--- src/rtl/pf_pkg.sv ---
package pf_pkg;
  localparam int unsigned CHAR_W = 8;
  localparam int unsigned OFF_W  = 16;

  typedef logic [OFF_W-1:0]  off_t;
  typedef logic [CHAR_W-1:0] char_t;

  // a started strictly before b, valid while live offsets lie within half the range
  function automatic logic older(input off_t a, input off_t b);
    off_t d;
    d = a - b;
    return d[OFF_W-1];
  endfunction
endpackage

--- src/rtl/pf_table.sv ---
module pf_table
  import pf_pkg::*;
#(
  parameter int NS   = 16,
  parameter int PIDW = 4,
  localparam int SW  = $clog2(NS)
) (
  input  logic                     clk,
  input  logic                     rst_q,
  input  logic                     we,
  input  logic [SW-1:0]            idx,
  input  logic [SW-1:0]            parent,
  input  char_t                    ch,
  input  logic                     fin,
  input  logic [PIDW-1:0]          pid,
  output logic [NS-1:0]            ev_q,
  output logic [NS-1:0][SW-1:0]    par_q,
  output logic [NS-1:0][CHAR_W-1:0] chr_q,
  output logic [NS-1:0]            fin_q,
  output logic [NS-1:0][PIDW-1:0]  pid_q,
  output logic [NS-1:0]            kids
);
  logic wen;
  assign wen = we && (idx != '0);

  always_ff @(posedge clk or negedge rst_q) begin
    if (!rst_q) begin
      ev_q  <= '0;
      fin_q <= '0;
      par_q <= '0;
      chr_q <= '0;
      pid_q <= '0;
    end else if (wen) begin
      ev_q[idx]  <= 1'b1;
      fin_q[idx] <= fin;
      par_q[idx] <= parent;
      chr_q[idx] <= ch;
      pid_q[idx] <= pid;
    end
  end

  always_comb begin
    kids = '0;
    for (int s = 0; s < NS; s++)
      for (int k = 0; k < NS; k++)
        if (ev_q[k] && par_q[k] == SW'(s)) kids[s] = 1'b1;
  end
endmodule

--- src/rtl/pf_lookup.sv ---
module pf_lookup
  import pf_pkg::*;
#(
  parameter int NS   = 16,
  parameter int PIDW = 4,
  localparam int SW  = $clog2(NS)
) (
  input  logic [SW-1:0]             cur,
  input  char_t                     ch,
  input  logic [NS-1:0]             ev,
  input  logic [NS-1:0][SW-1:0]     par,
  input  logic [NS-1:0][CHAR_W-1:0] chr,
  input  logic [NS-1:0]             fin,
  input  logic [NS-1:0][PIDW-1:0]   pid,
  input  logic [NS-1:0]             kids,
  output logic                      hit,
  output logic [SW-1:0]             nxt,
  output logic                      nfin,
  output logic [PIDW-1:0]           npid,
  output logic                      nleaf
);
  always_comb begin
    hit = 1'b0;
    nxt = '0;
    for (int k = NS - 1; k >= 0; k--)
      if (ev[k] && par[k] == cur && chr[k] == ch) begin
        hit = 1'b1;
        nxt = SW'(k);
      end
    nfin  = hit && fin[nxt];
    npid  = pid[nxt];
    nleaf = !kids[nxt];
  end
endmodule

--- src/rtl/pf_pick.sv ---
module pf_pick
  import pf_pkg::*;
#(
  parameter int NE  = 5,
  localparam int XW = (NE > 1) ? $clog2(NE) : 1
) (
  input  logic [NE-1:0] v,
  input  off_t [NE-1:0] starts,
  output logic          any,
  output logic [XW-1:0] sel
);
  off_t best;
  always_comb begin
    any  = 1'b0;
    sel  = '0;
    best = '0;
    for (int k = 0; k < NE; k++)
      if (v[k] && (!any || older(starts[k], best))) begin
        any  = 1'b1;
        sel  = XW'(k);
        best = starts[k];
      end
  end
endmodule

--- src/rtl/pf_matcher.sv ---
module pf_matcher
  import pf_pkg::*;
#(
  parameter int NW   = 4,
  parameter int NS   = 16,
  parameter int PIDW = 4,
  localparam int SW  = $clog2(NS)
) (
  input  logic            clk,
  input  logic            rst_n,
  input  logic            tbl_we,
  input  logic [SW-1:0]   tbl_idx,
  input  logic [SW-1:0]   tbl_parent,
  input  logic [7:0]      tbl_char,
  input  logic            tbl_final,
  input  logic [PIDW-1:0] tbl_pid,
  input  logic            in_valid,
  input  logic [7:0]      in_data,
  output logic            in_ready,
  output logic            match_valid,
  output logic [15:0]     match_start,
  output logic [PIDW-1:0] match_id
);
  localparam int NE = NW + 1;
  localparam int FW = (NW > 1) ? $clog2(NW) : 1;
  localparam int XW = (NE > 1) ? $clog2(NE) : 1;

  // reset: asserted at once, released after two edges
  logic rq1, rst_q;
  always_ff @(posedge clk or negedge rst_n) begin
    if (!rst_n) {rq1, rst_q} <= 2'b00;
    else        {rq1, rst_q} <= {1'b1, rq1};
  end

  logic [NS-1:0]             ev, fin, kids;
  logic [NS-1:0][SW-1:0]     par;
  logic [NS-1:0][CHAR_W-1:0] chr;
  logic [NS-1:0][PIDW-1:0]   pid;

  pf_table #(.NS(NS), .PIDW(PIDW)) u_tbl (
    .clk(clk), .rst_q(rst_q), .we(tbl_we), .idx(tbl_idx), .parent(tbl_parent),
    .ch(tbl_char), .fin(tbl_final), .pid(tbl_pid),
    .ev_q(ev), .par_q(par), .chr_q(chr), .fin_q(fin), .pid_q(pid), .kids(kids));

  // walker and pending-match state
  logic [NW-1:0]          act, act_n;
  logic [NW-1:0][SW-1:0]  st, st_n;
  off_t [NW-1:0]          wstart, ws_n;
  logic [NE-1:0]          pv, pv_n;
  off_t [NE-1:0]          pstart, ps_n;
  logic [NE-1:0][PIDW-1:0] ppid, pp_n;
  off_t                   off, off_n;

  logic [NW-1:0]           hit, nfin, leaf, avail;
  logic [NW-1:0][SW-1:0]   nxt;
  logic [NW-1:0][PIDW-1:0] npid;
  logic                    hit_s, fin_s, leaf_s, need_slot, accept, any_p;
  logic [SW-1:0]           nxt_s;
  logic [PIDW-1:0]         pid_s;
  logic [FW-1:0]           fidx;
  logic [XW-1:0]           sel;

  for (genvar i = 0; i < NW; i++) begin : g_walk
    pf_lookup #(.NS(NS), .PIDW(PIDW)) u_lk (
      .cur(st[i]), .ch(in_data), .ev(ev), .par(par), .chr(chr), .fin(fin),
      .pid(pid), .kids(kids), .hit(hit[i]), .nxt(nxt[i]), .nfin(nfin[i]),
      .npid(npid[i]), .nleaf(leaf[i]));
    assign avail[i] = !act[i] || !hit[i] || leaf[i];


    walker_root_chk: assert property (@(posedge clk) disable iff (!rst_q)
      act[i] |-> st[i] != '0);

    lookup_root_chk: assert property (@(posedge clk) disable iff (!rst_q)
      (act[i] && hit[i]) |-> nxt[i] != '0);
  end

  pf_lookup #(.NS(NS), .PIDW(PIDW)) u_lk_start (
    .cur('0), .ch(in_data), .ev(ev), .par(par), .chr(chr), .fin(fin),
    .pid(pid), .kids(kids), .hit(hit_s), .nxt(nxt_s), .nfin(fin_s),
    .npid(pid_s), .nleaf(leaf_s));

  pf_pick #(.NE(NE)) u_pick (.v(pv), .starts(pstart), .any(any_p), .sel(sel));

  always_comb begin
    fidx = '0;
    for (int i = NW - 1; i >= 0; i--)
      if (avail[i]) fidx = FW'(i);
  end

  assign need_slot = hit_s && !leaf_s;
  assign in_ready  = rst_q && !any_p && (|avail || !need_slot);
  assign accept    = in_valid && in_ready;

  always_comb begin
    act_n = act;   st_n = st;     ws_n = wstart;
    pv_n  = pv;    ps_n = pstart; pp_n = ppid;
    off_n = off;
    if (accept) begin
      off_n = off + 1'b1;
      for (int i = 0; i < NW; i++) begin
        act_n[i] = act[i] && hit[i] && !leaf[i];
        st_n[i]  = nxt[i];
        pv_n[i]  = act[i] && hit[i] && nfin[i];
        ps_n[i]  = wstart[i];
        pp_n[i]  = npid[i];
      end
      pv_n[NW] = fin_s;
      ps_n[NW] = off;
      pp_n[NW] = pid_s;
      if (need_slot) begin
        act_n[fidx] = 1'b1;
        st_n[fidx]  = nxt_s;
        ws_n[fidx]  = off;
      end
    end else if (any_p) begin
      pv_n[sel] = 1'b0;
    end
  end

  always_ff @(posedge clk or negedge rst_q) begin
    if (!rst_q) begin
      act <= '0;  st <= '0;     wstart <= '0;
      pv  <= '0;  pstart <= '0; ppid <= '0;
      off <= '0;
    end else if (accept || any_p) begin
      act <= act_n; st <= st_n;     wstart <= ws_n;
      pv  <= pv_n;  pstart <= ps_n; ppid <= pp_n;
      off <= off_n;
    end
  end

  assign match_valid = any_p;
  assign match_start = pstart[sel];
  assign match_id    = ppid[sel];


  drain_one_chk: assert property (@(posedge clk) disable iff (!rst_q)
    any_p |=> $countones(pv) == $past($countones(pv)) - 1);

  order_up_chk: assert property (@(posedge clk) disable iff (!rst_q)
    (match_valid && $past(match_valid)) |-> older($past(match_start), match_start));

  start_hit_chk: assert property (@(posedge clk) disable iff (!rst_q)
    (accept && fin_s) |=> match_valid);
endmodule

--- config.mk ---
export PLATFORM = sky130hd
export DESIGN_NAME = pf_matcher
export DESIGN_NICKNAME = d
export VERILOG_FILES = /design/src/rtl/pf_pkg.sv /design/src/rtl/pf_table.sv /design/src/rtl/pf_lookup.sv /design/src/rtl/pf_pick.sv /design/src/rtl/pf_matcher.sv
export SDC_FILE = /design/constraint.sdc
export NUM_CORES = 2
export LEC_CHECK = 0
export CORE_MARGIN = 2
export CORE_UTILIZATION = 39
export DETAILED_ROUTE_END_ITERATION = 6
export PLACE_DENSITY = 0.63
export SETUP_SLACK_MARGIN = 0.15
export SLEW_MARGIN = 20
export SYNTH_ARGS = -nofsm -noshare
export SYNTH_HDL_FRONTEND = slang
export SYNTH_HIERARCHICAL = 1
export SYNTH_SLANG_ARGS = --single-unit
--- constraint.sdc ---
create_clock -name clk -period 20 [get_ports clk]
set_input_delay 4 -clock clk [delete_from_list [all_inputs] [get_ports clk]]
set_output_delay 4 -clock clk [all_outputs]
set_load 0.01 [all_outputs]
# Word level (Yosys, flattened, before mapping)
# Cells that the tools add are included.
dict set report totals {
  register_bits 495
  inputBits 33
  output_inout_bits 22
  wordCells 1387
}
dict set report op_classes {
  addsub 5
  n_lt_le_gt_ge 11
  eq_ne 320
  n_mux 491
  bitwise 4
  reduce_logical 483
}
# op n
set ops {}
lappend ops {{4-bit == test, second input constant} 128}
lappend ops {{1-bit logical AND} 429}
lappend ops {{4-bit two-way mux} 89}
lappend ops {{1-bit two-way mux} 355}
lappend ops {{4-bit by 3-bit == test with 1-bit output, second input constant} 64}
lappend ops {{4-bit == test} 64}
lappend ops {{64-bit bitwise mux} 3}
lappend ops {{128-bit bitwise mux} 1}
lappend ops {{4-bit by 2-bit == test with 1-bit output, second input constant} 32}
lappend ops {{8-bit == test} 16}
lappend ops {{16-bit two-way mux} 7}
lappend ops {{4-bit binary-select mux with 4-bit select} 5}
lappend ops {{4-bit by 1-bit == test with 1-bit output, second input constant} 16}
lappend ops {{4-bit logical NOT} 16}
lappend ops {{16-bit subtractor} 4}
lappend ops {{16-bit binary-select mux with 3-bit select} 1}
lappend ops {{1-bit binary-select mux with 4-bit select} 10}
lappend ops {{16-bit bitwise mux} 2}
lappend ops {{16-bit demux with 2-bit select} 1}
lappend ops {{8-bit demux with 4-bit select} 1}
lappend ops {{4-bit by 5-bit < comparator with 1-bit output, second input constant} 6}
lappend ops {{1-bit logical NOT} 18}
lappend ops {{16-bit by 1-bit adder with 16-bit output, second input constant} 1}
lappend ops {{4-bit demux with 4-bit select} 1}
lappend ops {{24 further kinds} 44}

# Logic depth before layout (Yosys ltp)
dict set report depth {
  depth_word 33
  ltp_mapped 59
  depth_no_buf 49
}

# Hierarchy
# Netlist, hierarchy kept.
# mod instances cells_each area_each_um2 seq_area_each_um2
set modules_own_cells {}
lappend modules_own_cells {pf_lookup 5 469 3862.5 0.0}
lappend modules_own_cells {pf_table 1 976 12604.6 7206.9}
lappend modules_own_cells {pf_matcher 1 655 9342.7 5180.0}
lappend modules_own_cells {pf_pick 1 389 2791.4 0.0}

# Worst setup path after synthesis
# Ideal clock, no wire load.
dict set report synth_timing {
  path_kind {register to output}
  startpoint {register rst_q}
  endpoint {output port in_ready}
  arrival_ns 11.811
  t_required_ns 16.000
  path_slack_ns 4.189
  path_stages_with_launch 2
  path_buffers 0
  path_cell_list {dfrtp_1 > nor3b_1}
}
dict set report synth_between {
  elab_chain_cells 2
}
# element line
set synth_rtl {}
lappend synth_rtl {{start: declaration} pf_matcher.sv:29} ;# logic rq1, rst_q;
lappend synth_rtl {{start signal: assignment} pf_matcher.sv:32} ;# else {rq1, rst_q} <= {1'b1, rq1};
lappend synth_rtl {{1-bit logical AND (2 in series)} pf_matcher.sv:92} ;# assign in_ready = rst_q && !any_p && (|avail || !need_slot);
lappend synth_rtl {{end: declaration} pf_matcher.sv:19} ;# output logic in_ready,
# No other way between the ends.

# Worst setup path after layout
dict set report layout_timing {
  startpoint {register pv[0]}
  endpoint {output port match_start[0]}
}
dict set report layout_between {
  elab_chain_cells 19
  elab_cells_between_ends 30
  cone_classes {add/sub: 4; mux: 14; reduce/logical: 12}
}
# element line
set layout_rtl {}
lappend layout_rtl {{start: declaration} pf_matcher.sv:49} ;# logic [NE-1:0] pv, pv_n;
lappend layout_rtl {{start signal: assignment} pf_matcher.sv:128} ;# pv <= pv_n; pstart <= ps_n; ppid <= pp_n;
lappend layout_rtl {{16-bit two-way mux / 1-bit two-way mux (equally long branches)} pf_pick.sv:18} ;# if (v[k] && (!any || older(starts[k], best))) begin
lappend layout_rtl {{16-bit subtractor / 1-bit logical NOT (equally long branches)} {pf_pkg.sv:11, pf_pick.sv:18}}
lappend layout_rtl {{1-bit logical OR} pf_pick.sv:18}
lappend layout_rtl {{1-bit logical AND} pf_pick.sv:18}
lappend layout_rtl {{16-bit two-way mux / 1-bit two-way mux (equally long branches)} pf_pick.sv:18}
lappend layout_rtl {{16-bit subtractor / 1-bit logical NOT (equally long branches)} {pf_pkg.sv:11, pf_pick.sv:18}}
lappend layout_rtl {{1-bit logical OR} pf_pick.sv:18}
lappend layout_rtl {{1-bit logical AND} pf_pick.sv:18}
lappend layout_rtl {{(+4 left out)} -}
lappend layout_rtl {{16-bit two-way mux / 1-bit two-way mux (equally long branches)} pf_pick.sv:18}
lappend layout_rtl {{16-bit subtractor / 1-bit logical NOT (equally long branches)} {pf_pkg.sv:11, pf_pick.sv:18}}
lappend layout_rtl {{1-bit logical OR} pf_pick.sv:18}
lappend layout_rtl {{1-bit logical AND} pf_pick.sv:18}
lappend layout_rtl {{3-bit two-way mux (*)} pf_pick.sv:18}
lappend layout_rtl {{via sel[0]} pf_matcher.sv:61} ;# logic [XW-1:0] sel;
lappend layout_rtl {{16-bit binary-select mux with 3-bit select (*)} pf_matcher.sv:134} ;# assign match_start = pstart[sel];
lappend layout_rtl {{16-bit two-way mux (implied by the code) (*)} pf_matcher.sv:134}
lappend layout_rtl {{end: declaration} pf_matcher.sv:21} ;# output logic [15:0] match_start,
# The timed path passes the listed nets; every way through them passes the cells marked *. The select of a mux whose other input is x is not followed.

==> results.json <==
{
  "worst-slew-pin-transition_ns": 1.275,
  "cellLeakagePower_nw": 16.63,
  "timing.final.ws_setup_ns": 1.332,
  "cts_max_path_buffers": 3,
  "vdd_drop_max_uv": 73.27,
  "worst-endpoint-required_ns": 16.00,
  "placement.setup.worst_slack_ns": 2.239,
  "total_global_routing_track_utilization_pct": 28.27,
  "cp-start-kind": "flop",
  "tritoncts_buffer_count": 59,
  "design.die.area_um2": 115700,
  "critical_path.max_fanout": 20,
  "worst_clock_skew_ns": 0.03509,
  "critical_path.slowest_cell": "a22oi_2",
  "number_of_synthesized_register_bits": 495,
  "detail_route_antenna_nets": 0,
  "detail_route.wirelength_um": 168200,
  "fillCellCount": 10815,
  "timing_hold_violations_final": 0,
  "cp-end-kind": "primary output",
  "post_drt_wl_per_cell_um": 28.93,
  "pwr_density_cell_nw_per_um2": 86.31,
  "avgSynthCellArea_um2": 10.09,
  "area_growth_syn_to_layout_pct": 6.754,
  "yosysTopAreaCell": "dfrtp_1",
  "worst_path_largest_cell_delay_ns": 0.88,
  "synth_enable_flop_cells": 0,
  "maximum_number_of_pins_on_one_net_before_global_route_repair": 118,
  "run_status": "finished, final reports clean",
  "final_max_slew_viol_count": 0,
  "timing.reg2reg.setup_slack_ns": 6.57,
  "critical_path.top_delay_family": "compound AO/OA/AOI/OAI gates",
  "tns_ns": 0,
  "synth-seq-area-share_pct": 28.12,
  "clk_latency_ns": 0.69,
  "detail_route.drc_violations": 0,
  "layout.core_utilization_pct": 41.92,
  "synth_top_cell_area_share_pct": 28.12,
  "synth.lib_cells_used.distinct": 98,
  "clock_tree_from_tritoncts": "yes",
  "htree_num_levels": 2,
  "drt_pre_antenna_iters": 7,
  "rsz0062_at_grt": "no",
  "startpoint_of_the_lowest_slack_register_to_register_path": "pv[0]$_DFFE_PN0N_",
  "synthFlopType": "dfrtp_1",
  "min_path_type": "flop to async pin",
  "design_power_total_mw": 4.059,
  "placed_cells": 5704,
  "root_buffer": "clkbuf_16",
  "chipHeight_um": 340.1,
  "min_period_ns": 18.67,
  "initial_utilization_pct": 39.26,
  "std_cell_rows": 123,
  "cap_violations": 0,
  "fraction_of_layout_cells_with_a_size_suffix_above_1_pct": 19.22,
  "finalCritPeriodShare_pct": 93.34,
  "gp_routability_congestion": 1.055,
  "pin_count": 55,
  "grt_pass1_vias": 34604,
  "relSlewSlack_pct": 14.70,
  "cts_setup_buffers": 0,
  "global_route_wire_length_before_repair_um": 243100,
  "mappedNetlistArea_um2": 44050,
  "antenna_found_initial": 8,
  "timing.fmax_ghz": 0.05357,
  "worstSetupPathType": "flop to primary output",
  "drt-vias-per-instance": 6.144,
  "detailroute.via_count": 35719,
  "final_net_count": 4350,
  "layout.cells.non_filler": 5814,
  "ctsHoldBuffers": 0,
  "setup-violations-final": 0,
  "dpl.hpwl_um": 119600,
  "core-area_um2": 112200,
  "crit_arrival_ns": 14.67,
  "total_gr_overflow": 0,
  "netlist_instances": 4365,
  "postCtsResizedCells": 0,
  "async_reset_ff_share_pct": 100.0,
  "synth_area_leaders": "dfrtp_1 28%, xnor2_1 19%, mux2_2 11%",
  "critical_path.n_buffers_inverters": 4,
  "worst_setup_hold_path_clk_slew_ns": 0.06,
  "detail_route.iter0.violations": 3511,
  "clock-sinks": 495,
  "dieWidth_um": 340.1,
  "worstReg2RegEnd": "pv[4]$_DFFE_PN0N_",
  "port-buffer-count": 54,
  "r2r_cells": 47,
  "synthesis.yosys.warnings": 6
}
cells in the mapped netlist (all sizes together) (41+ instances only):
master  instances
mux2i         413
o21ai          57
xnor2         969
a21oi          85
nor3           77
or4            55
mux2          465
nand3b         41
nand3         146
buf           224
nor4          114
o22ai          91
nand2         170
nand2b         65
clkbuf         73
dfrtp         495
inv            74
nor2          114
ha             52
nand4         197
cell usage in the layout, fill, tap and decap left out, drive strengths merged, types with 12 or more instances in the layout:
master / Yosys / layout
nand2b: 65 / 65
or4: 55 / 55
clkinv: 0 / 12
clkbuf: 73 / 82
mux2: 465 / 465
dfrtp: 495 / 495
o221ai: 16 / 16
xnor2: 969 / 969
clkdlybuf4s50: 0 / 39
a21oi: 85 / 85
ha: 52 / 52
o22ai: 91 / 91
a22oi: 17 / 17
or3b: 15 / 15
a31oi: 13 / 13
and2: 18 / 18
mux2i: 413 / 413
nor4: 114 / 114
nor2: 114 / 114
or3: 22 / 22
nand2: 170 / 170
nor3: 77 / 77
a21o: 22 / 22
nand3: 146 / 146
or2: 16 / 16
o21ai: 57 / 57
xor2: 20 / 20
inv: 74 / 79
buf: 224 / 94
nand4: 197 / 197
o32ai: 30 / 30
a211oi: 36 / 36
nand3b: 41 / 41
registers in the layout, summed over array words and instances, names as in the netlist:
signal	cells
u_tbl/chr_q	128
pstart	80
u_tbl/par_q	64
u_tbl/pid_q	64
wstart	64
ppid	20
off	16
st	16
u_tbl/ev_q	16
u_tbl/fin_q	16
pv	5
act	4
rq1	1
rst_q	1
through the flow:
| stage | hold WS, ns | cell area (um2) |
|---|---|---|
| after global placement | 0.3047 | 44850 |
| after global routing | 0.3083 | 47020 |
| after CTS | 0.2962 | 47000 |
| final | 0.2923 | 47030 |
| after detailed placement | 0.3066 | 44860 |
| after floorplan | 0.3312 | 44060 |
cell families after synthesis:
| family | share of synthesized area (%) |
|---|---|
| AOI/OAI and AO/OA | 7.666 |
| DFF | 28.12 |
| adders and majority gates | 1.545 |
| muxes | 22.18 |
| xor gates and xnor gates | 19.95 |
| and+or+nand+nor | 14.66 |
| buffers and inverters | 5.851 |
| other | 0.01705 |
worst max-delay path by stage:
stage | to | slack [ns] | startpoint | cells past startpoint
after global routing | match_start[0] | 0.42 | pv[0]$_DFFE_PN0N_ | 48
after CTS | match_start[0] | 1.43 | pv[0]$_DFFE_PN0N_ | 47
after global placement | match_start[0] | 2.58 | pv[0]$_DFFE_PN0N_ | 47
final | match_start[0] | 1.33 | pv[0]$_DFFE_PN0N_ | 47
after detailed placement | match_start[0] | 2.24 | pv[0]$_DFFE_PN0N_ | 47
after floorplan | in_ready | 4.19 | rst_q$_DFF_PN0_ | 1
power by group:
| group | switching [mW] | internal, mW | total (mW) |
|---|---|---|---|
| registers | 0.400 | 1.14 | 1.54 |
| clock network | 0.476 | 0.711 | 1.19 |
| logic | 0.679 | 0.655 | 1.33 |
| total | 1.56 | 2.50 | 4.06 |
layer usage:
layer / share of wire (%) / global-route usage (%) / vias to the layer above
met5: 0.017 / 0 / -
met4: 5.3 / 13.82 / 4
met3: 8.6 / 5.535 / 466
met2: 44 / 43.62 / 1702
met1: 42 / 37.80 / 17904
li1: - / - / 15643
final cells by class:
class                           instances  area, um2  area share, %
Timing Repair Buffer                  133       1091          2.320
Sequential cell                       495      12400          26.36
Clock inverter                         27      402.9         0.8567
Inverter                               74      277.8         0.5907
Clock buffer                           82       1734          3.688
Multi-Input combinational cell       3502      29250          62.19
Antenna cell                            1      2.502       0.005321
Tap cell                             1500       1877          3.991
(Power assumes the default switching activity.)
